## config.mk

```make
export PLATFORM = sky130hd
export DESIGN_NAME = spi_burst_engine
export DESIGN_NICKNAME = d
export VERILOG_FILES = /design/src/rtl/spi_burst_pkg.sv /design/src/rtl/spi_byte_fifo.sv /design/src/rtl/spi_byte_shifter.sv /design/src/rtl/spi_burst_engine.sv
export SDC_FILE = /design/constraint.sdc
export NUM_CORES = 1
export LEC_CHECK = 0
export ABC_AREA = 1
export BUFFER_PORTS_ARGS = -buffer_cell sky130_fd_sc_hd__buf_2
export CAP_MARGIN = 20
export CORE_ASPECT_RATIO = 0.9
export CORE_UTILIZATION = 45
export CTS_CLUSTER_SIZE = 10
export DETAILED_ROUTE_END_ITERATION = 10
export MAX_ROUTING_LAYER = met4
export PLACE_DENSITY_LB_ADDON = 0.1
export SLEW_MARGIN = 5
export SYNTH_ARGS = -nofsm -noshare
export SYNTH_HDL_FRONTEND = slang
export SYNTH_SLANG_ARGS = --single-unit
```

## constraint.sdc

```tcl
create_clock -name clk -period 5.06 [get_ports clk]
set_input_delay 1.012 -clock clk [delete_from_list [all_inputs] [get_ports clk]]
set_output_delay 1.012 -clock clk [all_outputs]
set_load 0.005 [all_outputs]
```

## src/rtl/spi_burst_pkg.sv

```systemverilog
package spi_burst_pkg;
  // control word bit positions
  localparam int CB_EN    = 0;
  localparam int CB_MST   = 1;
  localparam int CB_CPHA  = 2;
  localparam int CB_CPOL  = 3;
  localparam int CB_LSB   = 6;
  localparam int CB_TXRST = 8;
  localparam int CB_RXRST = 9;
  localparam int CB_GO    = 10;
  localparam int CB_DROP  = 15;
  // status word bit
  localparam int SB_DONE  = 16;
  // level word field base for the transmit count
  localparam int LV_TX_LSB = 16;

  typedef enum logic [1:0] {
    ST_IDLE  = 2'd0,
    ST_LOAD  = 2'd1,
    ST_SHIFT = 2'd2
  } eng_state_t;
endpackage

```

## src/rtl/spi_byte_fifo.sv

```systemverilog
module spi_byte_fifo #(
  parameter int DW    = 8,
  parameter int DEPTH = 64,
  localparam int AW   = $clog2(DEPTH),
  localparam int CW   = $clog2(DEPTH + 1)
) (
  input  logic          clk,
  input  logic          rst,
  input  logic          clr,
  input  logic          push,
  input  logic [DW-1:0] din,
  input  logic          pop,
  output logic [DW-1:0] dout,
  output logic [CW-1:0] count,
  output logic          empty,
  output logic          full
);
  logic [DW-1:0] mem [DEPTH];
  logic [AW-1:0] wp, rp;
  logic do_push, do_pop;

  assign empty   = (count == '0);
  assign full    = (count == CW'(DEPTH));
  assign do_push = push && !full;
  assign do_pop  = pop && !empty;
  assign dout    = mem[rp];

  function automatic logic [AW-1:0] bump(input logic [AW-1:0] p);
    return (p == AW'(DEPTH - 1)) ? '0 : p + 1'b1;
  endfunction

  // storage has no reset so it maps onto RAM
  always_ff @(posedge clk) begin
    if (do_push) mem[wp] <= din;
  end

  always_ff @(posedge clk) begin
    if (rst || clr) begin
      wp    <= '0;
      rp    <= '0;
      count <= '0;
    end else begin
      if (do_push) wp <= bump(wp);
      if (do_pop)  rp <= bump(rp);
      case ({do_push, do_pop})
        2'b10:   count <= count + 1'b1;
        2'b01:   count <= count - 1'b1;
        default: count <= count;
      endcase
    end
  end
endmodule

```

## src/rtl/spi_byte_shifter.sv

```systemverilog
module spi_byte_shifter #(
  parameter int BITS = 8,
  localparam int KW  = $clog2(2 * BITS)
) (
  input  logic            clk,
  input  logic            rst,
  input  logic            load,
  input  logic [BITS-1:0] load_byte,
  input  logic            tick,
  input  logic            cpha,
  input  logic            cpol,
  input  logic            lsb_first,
  input  logic            miso,
  output logic            sck,
  output logic            mosi,
  output logic            done,
  output logic [BITS-1:0] rx_q
);
  localparam logic [KW-1:0] K_LAST = KW'(2 * BITS - 1);

  logic            active;
  logic [KW-1:0]   k;
  logic [BITS-1:0] tsh, rsh, rsh_next;
  logic            step, sample_now, shift_now;

  assign step       = active && tick;
  // phase 0 samples on even strobes, phase 1 on odd strobes
  assign sample_now = step && (k[0] == cpha);
  assign shift_now  = step && (cpha ? (!k[0] && k != '0) : (k[0] && k != K_LAST));
  assign rsh_next   = lsb_first ? {miso, rsh[BITS-1:1]} : {rsh[BITS-2:0], miso};
  assign mosi       = lsb_first ? tsh[0] : tsh[BITS-1];

  always_ff @(posedge clk) begin
    if (rst) begin
      active <= 1'b0;
      k      <= '0;
      tsh    <= '0;
      rsh    <= '0;
      rx_q   <= '0;
      done   <= 1'b0;
      sck    <= 1'b0;
    end else begin
      done <= 1'b0;
      if (load && !active) begin
        active <= 1'b1;
        k      <= '0;
        tsh    <= load_byte;
        sck    <= cpol;
      end else if (active) begin
        if (step) begin
          sck <= ~sck;
          k   <= k + 1'b1;
          if (sample_now) rsh <= rsh_next;
          if (shift_now)
            tsh <= lsb_first ? {1'b0, tsh[BITS-1:1]} : {tsh[BITS-2:0], 1'b0};
          if (k == K_LAST) begin
            active <= 1'b0;
            done   <= 1'b1;
            rx_q   <= sample_now ? rsh_next : rsh;
          end
        end
      end else begin
        sck <= cpol;
      end
    end
  end
endmodule

```

## src/rtl/spi_burst_engine.sv

```systemverilog
module spi_burst_engine #(
  parameter int FIFO_DEPTH = 64,
  parameter int LEN_W      = 24,
  localparam int LVL_W     = $clog2(FIFO_DEPTH + 1)
) (
  input  logic             clk,
  input  logic             rst,
  input  logic             ctrl_we,
  input  logic [15:0]      ctrl_wdata,
  output logic [15:0]      ctrl_q,
  input  logic [LEN_W-1:0] burst_len,
  input  logic [LEN_W-1:0] tx_len,
  input  logic             tc_irq_en,
  input  logic             sts_we,
  input  logic [31:0]      sts_wdata,
  output logic [31:0]      sts_q,
  output logic             irq,
  input  logic             tx_push,
  input  logic [7:0]       tx_byte,
  input  logic             rx_pop,
  output logic [7:0]       rx_byte,
  output logic [31:0]      fifo_level,
  input  logic             sck_tick,
  output logic             sck,
  output logic             mosi,
  input  logic             miso
);
  import spi_burst_pkg::*;

  eng_state_t       state;
  logic             en_q, mst_q, cpha_q, cpol_q, lsb_q, dhb_q, go_q, tc_q;
  logic [LEN_W-1:0] rem_q, txrem_q;
  logic             run, finish, load_go, load_fifo;
  logic [7:0]       load_val;
  logic             tx_clr, rx_clr, tx_empty, tx_full_unused, rx_empty_unused, rx_full_unused;
  logic [LVL_W-1:0] tx_cnt, rx_cnt;
  logic [7:0]       tx_head, sh_rx;
  logic             sh_done;
  logic             unused_wbits;

  assign unused_wbits = ^{ctrl_wdata[5:4], ctrl_wdata[7], ctrl_wdata[14:11],
                          sts_wdata[31:17], sts_wdata[15:0],
                          tx_full_unused, rx_empty_unused, rx_full_unused};

  assign run    = en_q && mst_q;
  assign tx_clr = ctrl_we && ctrl_wdata[CB_TXRST];
  assign rx_clr = ctrl_we && ctrl_wdata[CB_RXRST];

  // decide the next byte in the load state
  always_comb begin
    finish    = 1'b0;
    load_go   = 1'b0;
    load_fifo = 1'b0;
    load_val  = 8'h00;
    if (state == ST_LOAD && run) begin
      if (rem_q == '0) begin
        finish = 1'b1;
      end else if (txrem_q != '0) begin
        if (!tx_empty) begin
          load_go   = 1'b1;
          load_fifo = 1'b1;
          load_val  = tx_head;
        end
      end else begin
        load_go = 1'b1;
      end
    end
  end

  spi_byte_fifo #(.DW(8), .DEPTH(FIFO_DEPTH)) tx_fifo_i (
    .clk(clk), .rst(rst), .clr(tx_clr),
    .push(tx_push), .din(tx_byte),
    .pop(load_fifo), .dout(tx_head),
    .count(tx_cnt), .empty(tx_empty), .full(tx_full_unused)
  );

  spi_byte_fifo #(.DW(8), .DEPTH(FIFO_DEPTH)) rx_fifo_i (
    .clk(clk), .rst(rst), .clr(rx_clr),
    .push(sh_done && !dhb_q), .din(sh_rx),
    .pop(rx_pop), .dout(rx_byte),
    .count(rx_cnt), .empty(rx_empty_unused), .full(rx_full_unused)
  );

  spi_byte_shifter #(.BITS(8)) shifter_i (
    .clk(clk), .rst(rst),
    .load(load_go), .load_byte(load_val),
    .tick(sck_tick && run),
    .cpha(cpha_q), .cpol(cpol_q), .lsb_first(lsb_q),
    .miso(miso), .sck(sck), .mosi(mosi),
    .done(sh_done), .rx_q(sh_rx)
  );

  always_ff @(posedge clk) begin
    if (rst) begin
      state   <= ST_IDLE;
      en_q    <= 1'b0;
      mst_q   <= 1'b0;
      cpha_q  <= 1'b0;
      cpol_q  <= 1'b0;
      lsb_q   <= 1'b0;
      dhb_q   <= 1'b0;
      go_q    <= 1'b0;
      tc_q    <= 1'b0;
      rem_q   <= '0;
      txrem_q <= '0;
      irq     <= 1'b0;
    end else begin
      irq <= tc_q && tc_irq_en;

      case (state)
        ST_LOAD: begin
          if (finish) begin
            go_q  <= 1'b0;
            state <= ST_IDLE;
          end else if (load_go) begin
            if (load_fifo) txrem_q <= txrem_q - 1'b1;
            state <= ST_SHIFT;
          end
        end
        ST_SHIFT: begin
          if (sh_done) begin
            rem_q <= rem_q - 1'b1;
            state <= ST_LOAD;
          end
        end
        default: ;
      endcase

      if (ctrl_we) begin
        en_q   <= ctrl_wdata[CB_EN];
        mst_q  <= ctrl_wdata[CB_MST];
        cpha_q <= ctrl_wdata[CB_CPHA];
        cpol_q <= ctrl_wdata[CB_CPOL];
        lsb_q  <= ctrl_wdata[CB_LSB];
        dhb_q  <= ctrl_wdata[CB_DROP];
        // a go request is taken only when idle
        if (ctrl_wdata[CB_GO] && !go_q) begin
          go_q    <= 1'b1;
          rem_q   <= burst_len;
          txrem_q <= tx_len;
          state   <= ST_LOAD;
        end
      end

      // completion wins over a same-cycle clear
      if (sts_we && sts_wdata[SB_DONE]) tc_q <= 1'b0;
      if (finish) tc_q <= 1'b1;
    end
  end

  always_comb begin
    ctrl_q           = '0;
    ctrl_q[CB_EN]    = en_q;
    ctrl_q[CB_MST]   = mst_q;
    ctrl_q[CB_CPHA]  = cpha_q;
    ctrl_q[CB_CPOL]  = cpol_q;
    ctrl_q[CB_LSB]   = lsb_q;
    ctrl_q[CB_GO]    = go_q;
    ctrl_q[CB_DROP]  = dhb_q;
    sts_q            = '0;
    sts_q[SB_DONE]   = tc_q;
    fifo_level       = '0;
    fifo_level[LVL_W-1:0]           = rx_cnt;
    fifo_level[LV_TX_LSB +: LVL_W]  = tx_cnt;
  end
endmodule


```

Word-level counts from Yosys, hierarchy flattened
Memories as Yosys holds them, arrays and structs flattened. A register that Yosys moved wholly into a read port is not among the register bits.
Cells that the tools add are included.

word-level totals
  register bits after elaboration = 128
  bits in writable memories = 1024
  bits of input ports = 113
  output and inout bits = 91
  word-level logic and storage cells = 170
  memories = 2

operators by class
  add/subtract/negate cells = 11
  equality and inequality tests = 16
  muxes and demuxes = 66
  bitwise gates (word level) = 4
  reduce and logical (&&, ||, !) cells = 46

memories
  name           words  bits a word  rd ports  clocked after Yosys merged registers in  wr ports  RTL line             text
  rx_fifo_i.mem  64     8            1         1                                        1         spi_byte_fifo.sv:18  logic [DW-1:0] mem [DEPTH];
  tx_fifo_i.mem  64     8            1         1                                        1         spi_byte_fifo.sv:18

operators by type and width
  cell                   count
  $mux 24                10
  $mux 8                 11
  $mux 6                 8
  $sub 24x1->24 const B  2
  $mux 1                 29
  $pmux 7 s2             2
  $add 6x1->6 const B    4
  $eq 6x6->1 const B     4
  $logic_not 24->1       1
  $reduce_bool 24->1     1
  $logic_and 1x1->1      19
  $add 7x1->7 const B    2
  $eq 7x7->1 const B     2
  $logic_not 7->1        2
  $sub 7x1->7 const B    2
  $reduce_bool 2->1      6
  $mux 2                 5
  $logic_not 1->1        8
  $eq 2x1->1 const B     3
  $eq 2x2->1 const B     3
  $reduce_and 3->1       2
  $add 4x1->4 const B    1
  $eq 4x4->1 const B     1
  $ne 4x4->1 const B     1
  other kinds (10)       14

Longest topological paths before layout
Gate-level depths: netlist (run 1).

  depth after elaboration = 11
  mapped depth = 21

Cells and area by module
Synthesis (run 1) repeated with hierarchy kept, for this count alone.

second synthesis, totals
  cells, all modules = 4899
  area total of the unflattened synthesis = 50888.8 µm²

by module, submodules not included
  module                     instances  cells each  area each (µm²)  sequential area each (µm²)
  spi_byte_fifo (tx_fifo_i)  1          1985        22491.6          15875.2
  spi_byte_fifo (rx_fifo_i)  1          1989        22376.5          15875.2
  spi_burst_engine           1          704         4478.0           1181.1
  spi_byte_shifter           1          221         1542.7           620.6

Worst setup path before layout (run 1)
Ideal clock, no wire load.

  path kind = input port to flip-flop
  start point = in rx_pop
  end point = reg rx_fifo_i.count[6]
  library setup time = 0.070 ns
  arrival = 2.798 ns
  path slack = 2.192 ns
  stages on the path = 12
  buffers on the path = 0
  path through = o21a_1 -> ha_1 -> inv_1 -> fa_1 -> o21ai_0 -> nand2_1 -> nand2_1 -> a21oi_1 -> o21ai_0 -> a21o_1 -> o21ai_0 -> a21oi_1

on the way
  longest elaborated chain between the ends = 3
  elaborated cells on any way between the ends = 5
  those cells by class = eq/ne (2); mux (1); reduce/logical (2)

ends and longest elaborated chain
  what                                                    RTL line                text
  start, declared                                         spi_burst_engine.sv:20  input logic rx_pop,
  $logic_and 1x1->1 (*)                                   spi_byte_fifo.sv:25     assign do_pop = pop && !empty;
  $eq 2x1->1 / $eq 2x2->1 (equally long branches)         spi_byte_fifo.sv:45     case ({do_push, do_pop})
  $pmux 7 s2 / $reduce_bool 2->1 (equally long branches)  -
  end signal, assigned                                    spi_byte_fifo.sv:46     2'b10: count <= count + 1'b1;
  end signal, assigned                                    spi_byte_fifo.sv:47     2'b01: count <= count - 1'b1;
  end signal, assigned                                    spi_byte_fifo.sv:48     default: count <= count;
  end, declared                                           spi_byte_fifo.sv:14     output logic [CW-1:0] count,

Mark *: on every way between the ends. The rest lies on a longest branch, timed or not.
A chain may end at the register's enable or synchronous reset.

==> results of run 1 <==
-- critical path, stage by stage, from the launching register on --
cell	delay, ps
dfxtp_4	380
buf_12	400
buf_12	480
o21ai_0	190
o22ai_1	280
o21ai_0	140
o221ai_1	430
o311ai_1	220
nand2_1	120
buf_2	120
-- cell usage in the layout (no fill, tap or decap), types with 6 or more instances in the layout --
master / synthesis / layout
edfxtp_1: 1024 / 1024
nor2_1: 838 / 837
o21ai_0: 628 / 628
nand2_1: 287 / 287
o22ai_1: 211 / 211
inv_1: 198 / 195
clkbuf_16: 0 / 143
dfxtp_1: 140 / 126
nand3_1: 109 / 109
buf_2: 64 / 107
o211ai_1: 83 / 83
o221ai_1: 72 / 72
buf_4: 75 / 70
a21oi_1: 67 / 67
conb_1: 1 / 58
clkbuf_1: 161 / 41
o21ai_1: 38 / 38
nand4_1: 27 / 27
nor3_1: 23 / 22
xor2_1: 21 / 21
ha_1: 18 / 18
xnor2_1: 16 / 16
nor2_2: 12 / 13
o311ai_1: 10 / 10
dfxtp_2: 0 / 9
buf_12: 0 / 9
inv_6: 0 / 8
clkinv_1: 4 / 7
a41oi_1: 7 / 7
a211oi_1: 6 / 6
-- cell type report --
| class | count | share of cell area |
|---|---|---|
| clock inverters | 14 | 0.00206 |
| multi-input cells | 2578 | 0.235 |
| diodes | 5 | 0.000232 |
| well taps | 1437 | 0.0333 |
| repair buffers | 186 | 0.0230 |
| clock buffers | 186 | 0.0696 |
| flip-flops and latches | 1164 | 0.622 |
| inverters | 208 | 0.0147 |
-- routing by layer --
layer  GRT usage  routed length [um]  share of wire  up-vias
li1            -                   -              -    15300
met1       0.352               58800           0.47    15900
met5           -                   0              0        -
met2       0.338               54900           0.44     1062
met3      0.0359                8570          0.069      168
met4      0.0573                2100          0.017        0
-- synthesized netlist by cell type, types with 5 or more instances --
| cell | instances |
|---|---|
| nor3b_1 | 5 |
| or2_2 | 5 |
| a211oi_1 | 6 |
| o211ai_1 | 83 |
| buf_2 | 64 |
| nand2_1 | 287 |
| nor2_2 | 12 |
| nor4_1 | 5 |
| o221ai_1 | 72 |
| inv_1 | 198 |
| a21oi_1 | 67 |
| nand3b_1 | 5 |
| o22ai_1 | 211 |
| ha_1 | 18 |
| nand4_1 | 27 |
| nor3_1 | 23 |
| xnor2_1 | 16 |
| edfxtp_1 | 1024 |
| nor2_1 | 838 |
| buf_4 | 75 |
| buf_1 | 12 |
| o21ai_0 | 628 |
| nand3_1 | 109 |
| o311ai_1 | 10 |
| a41oi_1 | 7 |
| buf_6 | 9 |
| dfxtp_1 | 140 |
| xor2_1 | 21 |
| o21ai_1 | 38 |
| clkbuf_1 | 161 |
-- where the power goes --
part	internal, mW	switching (mW)
clock network	5.13	3.65
logic	0.725	1.86
registers	10.5	0.0897
-- sequential cells by signal, indices dropped and copies added (netlist names), 7 cells and up, named ones only --
register and flops:
rx_fifo_i.count 7, tx_fifo_i.count 7, txrem_q 24, shifter_i.rsh 8, rem_q 24, rx_fifo_i.mem 512, tx_fifo_i.mem 512, shifter_i.rx_q 8
shifter_i.tsh 8
-- stage by stage --
stage	utilization	hold WS (ps)	instances
floorplan	-	423	4271
global placement	0.472	456	5572
detailed placement	0.472	470	5572
CTS	0.509	468	5772
global route	0.509	507	5776
finish	0.509	483	5778
-- cells by family (layout without fill, tap and decap cells) --
group	after synthesis	after routing	synth area share
xor+xnor	37	37	0.00669
flops	1164	1164	0.692
fa+ha+maj	19	19	0.00506
buf+inv	529	594	0.0499
compound gates	1136	1136	0.135
simple gates	1328	1328	0.111
other cells	1	63	0.0000774
-- final timing paths --
check | from | end | slack (ps) | cells past startpoint
setup reg to reg | rx_fifo_i.count[1] | rx_fifo_i.mem[45][0] | 1280 | 8
setup / recovery | flip-flop | rx_byte[7] | 450 | 9
hold reg to reg | tc_q | tc_q | 480 | 2
hold / removal | tc_q | tc_q | 480 | 2
==> metrics, run 1 <==
Cell Area, Placed 50100 um^2; total track usage 0.236; Die Ht 313 um; gr ovfl total 0; Syn-to-layout area delta 11.5%; FF+latch area 33600 um^2; Initial Util 0.456; final setup TNS 0 ps; Worst Hold Class reg2reg; H-Tree Depth 4; CP endpoint kind output port; Seq/Total Area, Yosys 0.692; post-CTS setup buffer count 0; total clock buffers created by CTS 137; TritonCTS clock tree built; area leader, netlist edfxtp_1; dominant cells by area after synthesis edfxtp_1 (63%), nor2_1 (6.5%), o21ai_0 (6.5%); Vias 32400; Die Footprint 109000 um^2; Yosys cell types 51; DR pass1 iterations 5; Final Cycle Share 0.910; port buffer count 107; largest net degree at the start of global routing 162; setup ws final 455 ps; Worst slew margin 0.263; Longest Clk Path Bufs 3; PD cells 406 nW/um^2; Max Cap Viol 0; Hold Violations, Final 0; Critical Path AT 3590 ps; CTS Root Cell clkbuf_16; Final ANT Viol Nets 0; initial antenna violation count 5; pre-CTS setup slack 1170 ps; global-route wire length before repair 189000 um; Peak VDD IR 0.391 mV; Total Power 21.9 mW; EDFF count, synth 1024; Multi-input gate area 12700 um^2; max-slew violation count 0; Final setup viols 0; # DRC 0; clk sinks 1164; vias in the first global route 30500; synthesized flop and latch total 1164; Clock Latency Late Sink 730 ps; Die Span X 348 um; Required @ worst endpoint 4050 ps; Startpoint Class flip-flop; Layout fillers 9468; CP max FO 129; CTS hold repair buffers 0; Post-Layout Inst Area 54000 um^2; Tmin final 4610 ps; Mapped Avg Cell Area 11.5 um^2; Post-Syn Instances 4214; Setup CP Type reg2out; Total Routed Length 124000 um; IO Pins 204; gpl congestion 0.867; post-cts resize count 0; Ys Warns 0; Post-DP HPWL 71400 um; Post-layout nets 4407; pin slew with the least headroom to its limit 1100 ps; Clock Skew 18.6 ps; Top FF cell, synth edfxtp_1; unrepaired setup endpoints after global routing no; fraction of layout cells with a size suffix above 1 0.0918; top-area cell type share of the netlist area 0.634; outcome completed; Core Box Area 106000 um^2; synthesized cell area 48500 um^2; Vias/cell 5.61; Async SR Flop Fraction 0; LEAKAGE 17.4 nW; fmax 217 MHz; DRT iter0 DRCs 3093; drt wl/cell 21.5 um; clock slew at reported path FFs 50 ps; FP Rows 113
(Power assumes the default switching activity.)
==> run 2: changes to the inputs <==
--- a/config.mk
+++ b/config.mk
@@ -14,6 +14,7 @@
 export DETAILED_ROUTE_END_ITERATION = 10
 export MAX_ROUTING_LAYER = met4
 export PLACE_DENSITY_LB_ADDON = 0.1
+export RECOVER_POWER = 25
 export SLEW_MARGIN = 5
 export SYNTH_ARGS = -nofsm -noshare
 export SYNTH_HDL_FRONTEND = slang
==> run 2 against run 1 <==
Effect of this change:
- the run now ends with max-capacitance violations, max-slew violations left
- cell count is essentially flat
- flip-flop and latch count is the same
- worst setup slack gained 56 ps
- fmax grew 1.2%
- total power is essentially flat
- hold slack is essentially flat
- clock power is essentially flat
- critical path depth is the same
- via count is essentially flat
- global-route usage is the same
- sequential power is essentially flat
- critical path type unchanged
- critical endpoint unchanged
- highest routed layer unchanged
==> metrics, run 2 (synthesis gave the netlist of run 1 again) <==
outcome finished, violations left; violated checks max-capacitance violations, max-slew violations; gr ovfl total 0 (unchanged); post-CTS setup buffer count 0 (unchanged); Hold WS 483 ps (-0.0220 ps); Syn-to-layout area delta 11.3%; Bufs and invs on worst path 3 (unchanged); TritonCTS clock tree built; initial antenna violation count 5 (unchanged); Hold Violations, Final 0 (unchanged); fmax 220 MHz (+1.2%); total clock buffers created by CTS 137 (unchanged); final setup TNS 0 ps (unchanged); unrepaired setup endpoints after global routing no; Peak VDD IR 0.388 mV (-0.77%); Post-DP HPWL 71400 um (unchanged); Clock Skew 20.0 ps (+1.40 ps); Die Ht 313 um (unchanged); Worst Hold Class reg2reg; total track usage 0.236 (unchanged); # DRC 0 (unchanged); Worst slew margin -1.18 (-1.44); Finished Core Util 0.508 (-0.000542); Setup CP Type reg2out; Total Routed Length 124000 um (about the same); clock slew at reported path FFs 60 ps (about the same); Largest regs rx_fifo_i.mem: 512 flops, tx_fifo_i.mem: 512 flops; PD cells 406 nW/um^2 (+0.18%); Post-layout nets 4407 (unchanged); Final ANT Viol Nets 0 (unchanged); commonest non-fill, non-tap cell in the layout edfxtp_1; FP Rows 113 (unchanged); CP max-delay cell buf_12; Tmin final 4550 ps (-56.1 ps); Longest Clk Path Bufs 3 (unchanged); most frequent cells in the layout edfxtp_1 (1024), nor2_1 (837), o21ai_0 (628), nand2_1 (287), o22ai_1 (211); fraction of layout cells with a size suffix above 1 0.0872 (-0.00461); Initial Util 0.456 (unchanged); pin slew with the least headroom to its limit 3270 ps (+2170 ps); DRT iter0 DRCs 3149 (+1.8%); Final setup viols 0 (unchanged); global-route wire length before repair 189000 um (unchanged); Required @ worst endpoint 4050 ps (about the same); post-cts resize count 0 (unchanged); crit path cell chain buf_12 -> buf_12 -> o21ai_0 -> o22ai_1 -> o21ai_0 -> o221ai_1 -> o311ai_1 -> nand2_1 -> buf_2; Startpoint Class flip-flop; DR pass1 iterations 8 (+3); Max Cap Viol 11 (+11); CTS Root Cell clkbuf_16; CTS hold repair buffers 0 (unchanged); Critical Path AT 3540 ps (-50 ps); drt wl/cell 21.5 um (about the same); CP max FO 129 (unchanged); Core Box Area 106000 um^2 (unchanged); CP endpoint kind output port; gpl congestion 0.867 (unchanged); port buffer count 107 (unchanged); Crit path max-delay family compound AO/OA/AOI/OAI gates; max-slew violation count 717 (+717); clk sinks 1164 (unchanged); H-Tree Depth 4 (unchanged); vias in the first global route 30500 (unchanged); Vias 32400 (-0.019%); Die Footprint 109000 um^2 (unchanged); Vias/cell 5.61 (about the same); CP peak stage delay 480 ps (about the same); Die Span X 348 um (unchanged); largest net degree at the start of global routing 162 (unchanged); Clock Latency Late Sink 740 ps (about the same); Final Cycle Share 0.899 (-0.0111); Total Power 21.9 mW (about the same); IO Pins 204 (unchanged); LEAKAGE 17.3 nW (-0.31%)
-- run 2: where the power goes --
| part | leakage [nW] | internal [mW] | switching [mW] |
|---|---|---|---|
| sequential | 9.28 | 10.5 | 0.0898 |
| clock | 1.88 | 5.13 | 3.66 |
| combinational | 6.18 | 0.722 | 1.86 |
| total | 17.3 | 16.3 | 5.61 |
-- run 2: tightest hold or removal path, cell delays in order, from the launching register on --
cell and delay, ps:
dfxtp_1 320, nand2_1 70, a21oi_1 50
-- run 2: layout make-up --
class,instances,area (um^2)
clock buffer,186,3760
antenna,3,7.51
multi-input combinational,2578,12700
inverter,208,796
clock inverter,14,111
timing repair buffer,186,1200
sequential,1164,33600
fill,9492,52200
tap,1437,1800
-- run 2: per-stage QoR --
stage	worst slack, ps	instance area, um^2	std cells
2_1_floorplan	2190	48700	4271
3_3_place_gp	1190	50100	5572
3_5_place_dp	1170	50100	5572
4_1_cts	381	54000	5772
5_1_grt	274	54000	5776
6_report	511	54000	5776
-- run 2: metal layers --
metal	part of all wire	GRT usage	routed length, um
met1	0.47	0.352	58800
met2	0.44	0.338	55100
met3	0.067	0.0359	8360
met4	0.017	0.0573	2080
met5	0	-	0
-- run 2: final timing paths --
kind / slack (ps) / cells past startpoint / start / endpoint
worst max-delay path: 510 / 9 / flip-flop / rx_byte[7]
worst min-delay path: 480 / 2 / tc_q / tc_q
worst max register to register: 1190 / 8 / rx_fifo_i.count[1] / rx_fifo_i.mem[45][0]
worst min register to register: 480 / 2 / tc_q / tc_q
